==> src/rtl/dpll_nrzi_pkg.sv <==
package dpll_nrzi_pkg;
  // Pending adjustment of the next sample period
  typedef enum logic [1:0] {
    ADJ_NOM   = 2'd0,
    ADJ_LONG  = 2'd1,
    ADJ_SHORT = 2'd2
  } adj_e;
endpackage

==> src/rtl/rx_sample_timer.sv <==
module rx_sample_timer
  import dpll_nrzi_pkg::*;
#(
  parameter int NOM_SW = 4,
  parameter int NOM_HW = 6
) (
  input  logic clk_i,
  input  logic rst_ni,
  input  logic tick_i,
  input  logic mode_hw_i,
  input  adj_e adj_i,
  output logic sample_o
);
  localparam int MAXP  = (NOM_HW > NOM_SW ? NOM_HW : NOM_SW) + 1;
  localparam int CNT_W = $clog2(MAXP + 1);

  logic [CNT_W-1:0] cnt_q, cnt_d, base, period;

  always_comb begin
    base = mode_hw_i ? CNT_W'(NOM_HW) : CNT_W'(NOM_SW);
    unique case (adj_i)
      ADJ_LONG:  period = base + CNT_W'(1);
      ADJ_SHORT: period = base - CNT_W'(1);
      default:   period = base;
    endcase
  end

  assign sample_o = tick_i && (cnt_q == period - CNT_W'(1));

  always_comb begin
    cnt_d = cnt_q;
    if (tick_i) begin
      cnt_d = sample_o ? '0 : cnt_q + CNT_W'(1);
    end
  end

  always_ff @(posedge clk_i or negedge rst_ni) begin
    if (!rst_ni) cnt_q <= '0;
    else         cnt_q <= cnt_d;
  end

  AST_CNT_BELOW_PERIOD: assert property (@(posedge clk_i) disable iff (!rst_ni)
    cnt_q < period);
endmodule

==> src/rtl/rx_phase_ctrl.sv <==
module rx_phase_ctrl
  import dpll_nrzi_pkg::*;
#(
  parameter int CORR_W = 8
) (
  input  logic              clk_i,
  input  logic              rst_ni,
  input  logic              sample_i,
  input  logic              line_i,
  input  logic              mode_hw_i,
  input  logic              clr_corr_i,
  output adj_e              adj_o,
  output logic              decide_o,
  output logic [CORR_W-1:0] corr_o
);
  localparam int HIST_W = 3;
  localparam logic [CORR_W-1:0] CMAX = {1'b0, {(CORR_W-1){1'b1}}};
  localparam logic [CORR_W-1:0] CMIN = {1'b1, {(CORR_W-1){1'b0}}};

  logic [1:0]        phase_q, phase_d;
  logic              last_q, last_d;
  logic [HIST_W-1:0] hist_q, hist_d;
  adj_e              adj_q, adj_d;
  logic [CORR_W-1:0] corr_q, corr_d;
  logic              late, early;

  assign decide_o = sample_i && (phase_q == 2'd0);

  always_comb begin
    phase_d = phase_q;
    last_d  = last_q;
    hist_d  = hist_q;
    adj_d   = adj_q;
    if (sample_i) begin
      last_d = line_i;
      hist_d = {hist_q[HIST_W-2:0], line_i ^ last_q};
      if (!decide_o) begin
        adj_d = ADJ_NOM;
      end else if (mode_hw_i) begin
        unique case (hist_d[1:0])
          2'b01:   adj_d = ADJ_LONG;
          2'b10:   adj_d = ADJ_SHORT;
          default: adj_d = ADJ_NOM;
        endcase
      end else begin
        unique case (hist_d)
          3'b001:  adj_d = ADJ_LONG;
          3'b100:  adj_d = ADJ_SHORT;
          default: adj_d = ADJ_NOM;
        endcase
      end
      if (mode_hw_i) phase_d = (phase_q == 2'd0) ? 2'd1 : 2'd0;
      else           phase_d = (phase_q == 2'd2) ? 2'd0 : phase_q + 2'd1;
    end
  end

  assign late  = decide_o && (adj_d == ADJ_LONG);
  assign early = decide_o && (adj_d == ADJ_SHORT);

  always_comb begin
    corr_d = corr_q;
    if (clr_corr_i)                   corr_d = '0;
    else if (late && corr_q != CMAX)  corr_d = corr_q + CORR_W'(1);
    else if (early && corr_q != CMIN) corr_d = corr_q - CORR_W'(1);
  end

  always_ff @(posedge clk_i or negedge rst_ni) begin
    if (!rst_ni) begin
      phase_q <= 2'd0;
      last_q  <= 1'b0;
      hist_q  <= '0;
      adj_q   <= ADJ_NOM;
      corr_q  <= '0;
    end else begin
      phase_q <= phase_d;
      last_q  <= last_d;
      hist_q  <= hist_d;
      adj_q   <= adj_d;
      corr_q  <= corr_d;
    end
  end

  assign adj_o  = adj_q;
  assign corr_o = corr_q;

  AST_INTERM_NOMINAL: assert property (@(posedge clk_i) disable iff (!rst_ni)
    (sample_i && phase_q != 2'd0) |=> adj_q == ADJ_NOM);
  AST_PHASE_WRAP: assert property (@(posedge clk_i) disable iff (!rst_ni)
    (sample_i && !mode_hw_i && phase_q == 2'd2) |=> phase_q == 2'd0);
  AST_CORR_CLEAR: assert property (@(posedge clk_i) disable iff (!rst_ni)
    clr_corr_i |=> corr_q == '0);
  AST_CORR_HOLD: assert property (@(posedge clk_i) disable iff (!rst_ni)
    (!clr_corr_i && !decide_o) |=> $stable(corr_q));
endmodule

==> src/rtl/rx_nrzi_packer.sv <==
module rx_nrzi_packer #(
  parameter int WORD_W = 16
) (
  input  logic              clk_i,
  input  logic              rst_ni,
  input  logic              decide_i,
  input  logic              line_i,
  output logic [WORD_W-1:0] word_o,
  output logic              valid_o
);
  localparam int SR_W = WORD_W + 1;
  localparam logic [SR_W-1:0] MARK = {1'b1, {WORD_W{1'b0}}};

  logic [SR_W-1:0]   sr_q, sr_d, sr_sh;
  logic              prev_q, prev_d;
  logic [WORD_W-1:0] word_q, word_d;
  logic              valid_q, valid_d;
  logic              nrzi_bit;

  assign nrzi_bit = (line_i == prev_q);
  assign sr_sh    = {nrzi_bit, sr_q[SR_W-1:1]};

  always_comb begin
    sr_d    = sr_q;
    prev_d  = prev_q;
    word_d  = word_q;
    valid_d = 1'b0;
    if (decide_i) begin
      prev_d = line_i;
      if (sr_sh[0]) begin
        word_d  = sr_sh[SR_W-1:1];
        valid_d = 1'b1;
        sr_d    = MARK;
      end else begin
        sr_d = sr_sh;
      end
    end
  end

  always_ff @(posedge clk_i or negedge rst_ni) begin
    if (!rst_ni) begin
      sr_q    <= MARK;
      prev_q  <= 1'b0;
      word_q  <= '0;
      valid_q <= 1'b0;
    end else begin
      sr_q    <= sr_d;
      prev_q  <= prev_d;
      word_q  <= word_d;
      valid_q <= valid_d;
    end
  end

  assign word_o  = word_q;
  assign valid_o = valid_q;

  AST_VALID_PULSE: assert property (@(posedge clk_i) disable iff (!rst_ni)
    valid_q |=> !valid_q);
  AST_VALID_AFTER_DECIDE: assert property (@(posedge clk_i) disable iff (!rst_ni)
    $rose(valid_q) |-> $past(decide_i));
  AST_WORD_HOLD: assert property (@(posedge clk_i) disable iff (!rst_ni)
    !valid_q |-> $stable(word_q));
endmodule

==> src/rtl/dpll_nrzi_rx.sv <==
module dpll_nrzi_rx
  import dpll_nrzi_pkg::*;
#(
  parameter int NOM_SW = 4,
  parameter int NOM_HW = 6,
  parameter int WORD_W = 16,
  parameter int CORR_W = 8
) (
  input  logic                     clk_i,
  input  logic                     rst_ni,
  input  logic                     tick_i,
  input  logic                     line_i,
  input  logic                     mode_hw_i,
  input  logic                     clr_corr_i,
  output logic [WORD_W-1:0]        word_o,
  output logic                     word_valid_o,
  output logic signed [CORR_W-1:0] corr_o
);
  adj_e              adj;
  logic              sample;
  logic              decide;
  logic [CORR_W-1:0] corr;

  rx_sample_timer #(.NOM_SW(NOM_SW), .NOM_HW(NOM_HW)) u_timer (
    .clk_i     (clk_i),
    .rst_ni    (rst_ni),
    .tick_i    (tick_i),
    .mode_hw_i (mode_hw_i),
    .adj_i     (adj),
    .sample_o  (sample)
  );

  rx_phase_ctrl #(.CORR_W(CORR_W)) u_phase (
    .clk_i      (clk_i),
    .rst_ni     (rst_ni),
    .sample_i   (sample),
    .line_i     (line_i),
    .mode_hw_i  (mode_hw_i),
    .clr_corr_i (clr_corr_i),
    .adj_o      (adj),
    .decide_o   (decide),
    .corr_o     (corr)
  );

  rx_nrzi_packer #(.WORD_W(WORD_W)) u_pack (
    .clk_i    (clk_i),
    .rst_ni   (rst_ni),
    .decide_i (decide),
    .line_i   (line_i),
    .word_o   (word_o),
    .valid_o  (word_valid_o)
  );

  assign corr_o = $signed(corr);
endmodule

==> config.mk <==
export PLATFORM = sky130hd
export DESIGN_NAME = dpll_nrzi_rx
export DESIGN_NICKNAME = d
export VERILOG_FILES = /design/src/rtl/dpll_nrzi_pkg.sv /design/src/rtl/rx_sample_timer.sv /design/src/rtl/rx_phase_ctrl.sv /design/src/rtl/rx_nrzi_packer.sv /design/src/rtl/dpll_nrzi_rx.sv
export SDC_FILE = /design/constraint.sdc
export NUM_CORES = 1
export LEC_CHECK = 0
export BUFFER_PORTS_ARGS = -buffer_cell sky130_fd_sc_hd__buf_2
export CORE_MARGIN = 2
export CORE_UTILIZATION = 55
export CTS_BUF_LIST = sky130_fd_sc_hd__clkbuf_16
export DETAILED_ROUTE_END_ITERATION = 8
export GPL_TIMING_DRIVEN = 0
export PLACE_DENSITY = 0.82
export REMOVE_ABC_BUFFERS = 1
export SLEW_MARGIN = 15
export SYNTH_ARGS = -nofsm -noshare
export SYNTH_HDL_FRONTEND = slang
export SYNTH_SLANG_ARGS = --single-unit
export TNS_END_PERCENT = 20
==> constraint.sdc <==
create_clock -name clk_i -period 4.8 [get_ports clk_i]
set_input_delay 0.48 -clock clk_i [delete_from_list [all_inputs] [get_ports clk_i]]
set_output_delay 0.48 -clock clk_i [all_outputs]
set_load 0.02 [all_outputs]
==> out/qor.yml, run 1 <==
status: "finished clean"
cp-end-kind: "flop"
cellPowerDensity_nw_per_um2: 436
drt-pass1-iter-count: 4
fmax_mhz: 240
dp_hpwl_mm: 3.09
power.leakage_nw: 1.46
ir_drop_mv: 0.250
layout_common_cells: "51 x dfrtp_1, 36 x nand2_1, 29 x buf_2"
clockRootBuffer: "clkbuf_16"
gp_routability_congestion: 0.782
yosys.area_share.simple: 0.168
p_comb_frac: 0.270
p_sw_frac: 0.328
skew_ns: 0.00574
antenna_cells: 0
synthMuxAreaShare: 0.113
post_cts_resize_count: 0
fillerInstances: 356
slew_viol_final: 0
synth-compound-area-share: 0.0968
regToRegStartpoint: "u_phase.adj_o[0]"
ys_warn_count: 0
ys_seq_area_frac: 0.511
tightest_slew_ns: 0.904
hold_buffers: 0
drt_iter0_drc: 170
die_w_um: 72.1
worstSetupPathType: "flop to flop"
period_share: 0.867
postSynthAreaPerCell_um2: 10.7
syn_to_final_growth_pct: 12.6
routedWlPerCell_um: 14.1
synth_xor_area_frac: 0.0309
slew_headroom: 0.396
critical_path.max_fanout: 12
clockBufferDepth: 2
rsz0062_at_grt: "no"
layout_commonest_cell: "dfrtp_1"
syn_inst: 239
io_pins: 31
setup_slack_ns: 0.639
synth-seq-cells: 52
coreArea_um2: 4410
reg2reg_slack_ns: 0.64
dr_total_vias: 1763
synth-adder-area-share: 0.0521
period_needed_ns: 4.16
numPortBuffers: 30
cp.required_ns: 5.01
setup_viol_count_final: 0
clk_latency_ns: 0.29
num-nets-final: 283
htreeDepth: 2
grt_pass1_vias: 1692
num_rows: 24
initial_core_util: 0.577
syn_area_um2: 2550
synth_cell_types: 42
clock-sinks: 52
r2r_cells: 15
die_area_um2: 5190
drv_cap: 0
p_seq_frac: 0.449
drc: 0
synth_top_family_by_area: "simple AND/OR/NAND/NOR gates"
intPower_mw: 0.840
antenna_found_initial: 0
cts_tree: "built"
hold_violations: 0
ys.flop_type: "dfrtp_1"
hold_class: "input port to async pin"
grt_use_total: 0.184
synth-edff-count: 0
drive_gt1_frac: 0.243
setup_tns_ns: 0
wirelength_mm: 4.50
overflow: 0
grt_pass1_wl_mm: 7.54
crit_path_start_kind: "flop"
grt_max_degree: 53
ant_nets: 0
via_per_inst: 5.51
cts_setup_buffers: 0
clk_pin_slew_ns: 0.07
preCtsSetupSlack_ns: 0.546
async_flop_share: 1.00
clockPowerShare: 0.280
timing.rr.end: "u_phase.corr_o[7]"
die_h_um: 72.1
power_switching_mw: 0.411
numCtsBuffers: 5
arrival_ns: 4.37
==> cell families after synthesis <==
logic type	Yosys count
XOR/XNOR	9
AND/OR/NAND/NOR	85
buffers and inverters	16
AO/OA/AOI/OAI	41
multiplexers	26
adder cells (fa/ha/maj)	10
flip-flops	52
==> critical path, cell delays in order, from the launching register on <==
cell and delay (ns):
dfrtp_1 0.35, inv_1 0.05, ha_1 0.19, ha_1 0.30, xnor2_1 0.22, mux2i_2 0.34, nand2_1 0.31, nor2_2 0.36
nand2_1 0.27, ha_1 0.42, a21o_1 0.20, a21oi_1 0.19, a21oi_1 0.13, or4_1 0.53, o311a_1 0.12, o211ai_1 0.09
==> metrics by stage <==
stage / hold slack, ns / instance area, um^2 / util / std cells / total power [mW]
after detailed placement: 0.476 / 2720 / 0.616 / 312 / 0.906
after global placement: 0.470 / 2720 / 0.616 / 312 / 0.884
after CTS: 0.446 / 2870 / 0.649 / 320 / 1.26
after global routing: 0.287 / 2870 / 0.650 / 320 / 1.32
final: 0.206 / 2870 / 0.650 / 320 / 1.25
after floorplan: 0.184 / 2500 / - / 230 / 0.818
==> power groups by stage <==
stage / registers (mW) / logic (mW) / clock network, mW
2_1_floorplan: 0.563 / 0.255 / 0
3_3_place_gp: 0.565 / 0.319 / 0
3_5_place_dp: 0.569 / 0.337 / 0
4_1_cts: 0.562 / 0.339 / 0.358
5_1_grt: 0.570 / 0.380 / 0.372
6_report: 0.562 / 0.338 / 0.350
==> registers in the layout, indices dropped and copies added, names as in the netlist <==
name             count
u_phase.hist_q       2
u_pack.valid_o       1
u_pack.prev_q        1
u_phase.phase_q      2
u_phase.adj_o        2
u_timer.cnt_q        3
u_phase.last_q       1
u_pack.sr_q         16
u_pack.word_o       16
u_phase.corr_o       8
==> final cells by class <==
cell class	instances	area (um^2)	area share
sequential	52	1300	0.454
clock buffer	5	125	0.0436
inverter	7	26.3	0.00916
timing repair buffer	30	153	0.0532
tap	52	65.1	0.0227
clock inverter	3	22.5	0.00785
multi-input combinational	171	1170	0.409
==> cell usage after synthesis (2+ instances only) <==
cell | n | share of area
o21a_1 | 3 | 0.0088
mux2i_1 | 6 | 0.024
dfrtp_1 | 51 | 0.50
nand4b_1 | 2 | 0.0069
mux2_2 | 19 | 0.084
nor2_1 | 12 | 0.018
clkbuf_1 | 6 | 0.0088
nor2b_1 | 2 | 0.0049
nand4_1 | 3 | 0.0074
nand2_1 | 36 | 0.053
xnor2_1 | 7 | 0.024
ha_1 | 9 | 0.044
nor3b_1 | 2 | 0.0059
xor2_1 | 2 | 0.0069
or2_2 | 2 | 0.0049
a21oi_1 | 8 | 0.016
or3b_1 | 2 | 0.0069
inv_1 | 7 | 0.010
nand2b_1 | 15 | 0.037
nand3_1 | 2 | 0.0039
a21o_1 | 2 | 0.0059
o21ai_0 | 21 | 0.041
==> per-layer routing <==
metal | GRT usage | vias to the layer above | part of all wire
met5 | 0 | - | 0
met4 | 0.0587 | 0 | 0.011
met3 | 0.0250 | 4 | 0.026
met2 | 0.308 | 28 | 0.50
met1 | 0.251 | 852 | 0.47
li1 | - | 879 | -
==> worst max path at each step <==
stage,start,depth (start not counted),slack [ns],endpoint
after floorplan,mode_hw_i,14,1.17,u_phase.corr_o[7]
after global placement,mode_hw_i,15,0.62,u_phase.corr_o[7]
after detailed placement,mode_hw_i,15,0.55,u_phase.corr_o[7]
after CTS,u_phase.adj_o[0],15,0.65,u_phase.corr_o[7]
after global routing,u_phase.adj_o[0],15,0.37,u_phase.corr_o[7]
final,u_phase.adj_o[0],15,0.64,u_phase.corr_o[7]
Power figures use the tool's default switching activity.
==> inputs of run 2 (changes only) <==
CORE_ASPECT_RATIO = 0.9   (was unset)
==> out/qor.yml, run 2 (synthesis gave the netlist of run 1 again) <==
status: "finished clean"  # unchanged
worstSetupPathType: "flop to flop"  # unchanged
finalInstanceArea_um2: 2880  # was 2870 um^2
timing.rr.end: "u_phase.corr_o[7]"  # unchanged
cts_tree: "built"  # unchanged
hold_violations: 0  # unchanged
setup_tns_ns: 0  # unchanged
io_pins: 31  # unchanged
finalPower_mw: 1.26  # was 1.25 mW
reg2reg_slack_ns: 0.68  # was 0.64 ns
clock-sinks: 52  # unchanged
period_needed_ns: 4.12  # was 4.16 ns
cp_common_cell: "ha_1"  # unchanged
setup_viol_count_final: 0  # unchanged
die_h_um: 68.6  # was 72.1 um
syn_to_final_growth_pct: 13.2  # was 12.6%
numCtsBuffers: 5  # unchanged
hold_buffers: 0  # unchanged
clockBufferDepth: 2  # unchanged
rsz0062_at_grt: "no"  # unchanged
drt_iter0_drc: 136  # was 170
via_per_inst: 5.38  # was 5.51
dp_hpwl_mm: 2.99  # was 3.09 mm
placed_cell_area_um2: 2730  # was 2720 um^2
num_rows: 23  # was 24
fmax_mhz: 243  # was 240 MHz
grt_pass1_wl_mm: 7.29  # was 7.54 mm
cp-end-kind: "flop"  # unchanged
antenna_found_initial: 0  # unchanged
crit_chain: "inv_1 > ha_1 > ha_1 > xnor2_1 > mux2i_2 > nand2_1 > nor2_2 > nand2_1 > ha_1 > a21o_1 > a21oi_1 > a21oi_1 > or4_1 > o311a_1 > o211ai_1"  # unchanged
slew_headroom: 0.451  # was 0.396
cellPowerDensity_nw_per_um2: 436  # about the same
drc: 0  # unchanged
power_switching_mw: 0.415  # was 0.411 mW
cts_setup_buffers: 0  # unchanged
layout_commonest_cell: "dfrtp_1"  # unchanged
clk_latency_ns: 0.29  # about the same
hold_class: "input port to async pin"  # unchanged
grt_pass1_vias: 1540  # was 1692
drive_gt1_frac: 0.243  # unchanged
routedWlPerCell_um: 13.4  # was 14.1 um
coreArea_um2: 4460  # was 4410 um^2
grt_max_degree: 53  # unchanged
slew_viol_final: 0  # unchanged
overflow: 0  # unchanged
dr_total_vias: 1774  # was 1763
critical_path.max_fanout: 12  # unchanged
grt_use_total: 0.188  # was 0.184
drv_cap: 0  # unchanged
max_stage_delay_ns: 0.54  # was 0.53 ns
wirelength_mm: 4.42  # was 4.50 mm
ir_drop_mv: 0.212  # was 0.250 mV
drt-pass1-iter-count: 4  # unchanged
htreeDepth: 2  # unchanged
num-nets-final: 283  # unchanged
initial_core_util: 0.571  # was 0.577
holdWs_ns: 0.201  # was 0.206 ns
numPortBuffers: 30  # unchanged
p_seq_frac: 0.447  # was 0.449
tightest_slew_ns: 0.821  # was 0.904 ns
die_w_um: 75.7  # was 72.1 um
skew_ns: 0.00584  # was 0.00574 ns
period_share: 0.859  # was 0.867
power.leakage_nw: 1.46  # about the same
ant_nets: 0  # unchanged
cpMaxStageDelayCell: "or4_1"  # unchanged
r2r_cells: 15  # unchanged
fillerInstances: 338  # was 356
post_cts_resize_count: 0  # unchanged
clk_pin_slew_ns: 0.07  # about the same
layout_common_cells: "51 x dfrtp_1, 36 x nand2_1, 29 x buf_2"  # unchanged
p_comb_frac: 0.266  # was 0.270
antenna_cells: 0  # unchanged
clockRootBuffer: "clkbuf_16"  # unchanged
die_area_um2: 5190  # about the same
cp.required_ns: 5.01  # about the same
crit_path_start_kind: "flop"  # unchanged
intPower_mw: 0.842  # was 0.840 mW
regToRegStartpoint: "u_phase.adj_o[0]"  # unchanged
gp_routability_congestion: 0.761  # was 0.782
arrival_ns: 4.33  # was 4.37 ns
p_sw_frac: 0.330  # was 0.328
clockPowerShare: 0.287  # was 0.280
==> run 2: how the worst max path moves through the flow <==
stage / cells past startpoint / startpoint / endpoint
after floorplan: 14 / mode_hw_i / u_phase.corr_o[7]
after global placement: 15 / mode_hw_i / u_phase.corr_o[7]
after detailed placement: 15 / mode_hw_i / u_phase.corr_o[7]
after CTS: 15 / u_phase.adj_o[0] / u_phase.corr_o[7]
after global routing: 15 / u_phase.adj_o[0] / u_phase.corr_o[6]
final: 15 / u_phase.adj_o[0] / u_phase.corr_o[7]
==> run 2: layer usage <==
metal / vias to the layer above / part of all wire / GRT usage
li1: 881 / - / -
met1: 848 / 0.49 / 0.279
met2: 38 / 0.46 / 0.270
met3: 7 / 0.036 / 0.0436
met4: 0 / 0.015 / 0.0658
met5: - / 0 / 0
==> run 2: layout make-up <==
cell class,instances,area [um^2],area share
clock inverter,3,25.0,0.00868
tap,62,77.6,0.0269
timing repair buffer,30,153,0.0530
sequential,52,1300,0.452
inverter,7,26.3,0.00911
clock buffer,5,125,0.0434
multi-input combinational,171,1170,0.407
==> run 2: critical path, delay by kind of cell, from the launching register on <==
| family | cells | cell delay, ns |
|---|---|---|
| AND/OR/NAND/NOR | 4 | 1.48 |
| AO/OA/AOI/OAI | 5 | 0.72 |
| multiplexers | 1 | 0.33 |
| buffers and inverters | 1 | 0.04 |
| adder cells (fa/ha/maj) | 3 | 0.89 |
| flip-flops | 1 | 0.34 |
| XOR/XNOR | 1 | 0.22 |
==> run 2: power groups by stage <==
stage	Sequential [mW]	Clock, mW	Combinational (mW)
global placement	0.565	0	0.320
global route	0.569	0.383	0.384
detailed placement	0.567	0	0.335
CTS	0.561	0.366	0.336
finish	0.561	0.361	0.335
floorplan	0.563	0	0.255
==> run 2: through the flow <==
step / instances / worst slack, ns / utilization
detailed placement: 322 / 0.548 / 0.612
CTS: 330 / 0.667 / 0.646
global route: 330 / 0.389 / 0.646
global placement: 322 / 0.640 / 0.612
finish: 330 / 0.679 / 0.646
floorplan: 230 / 1.17 / -
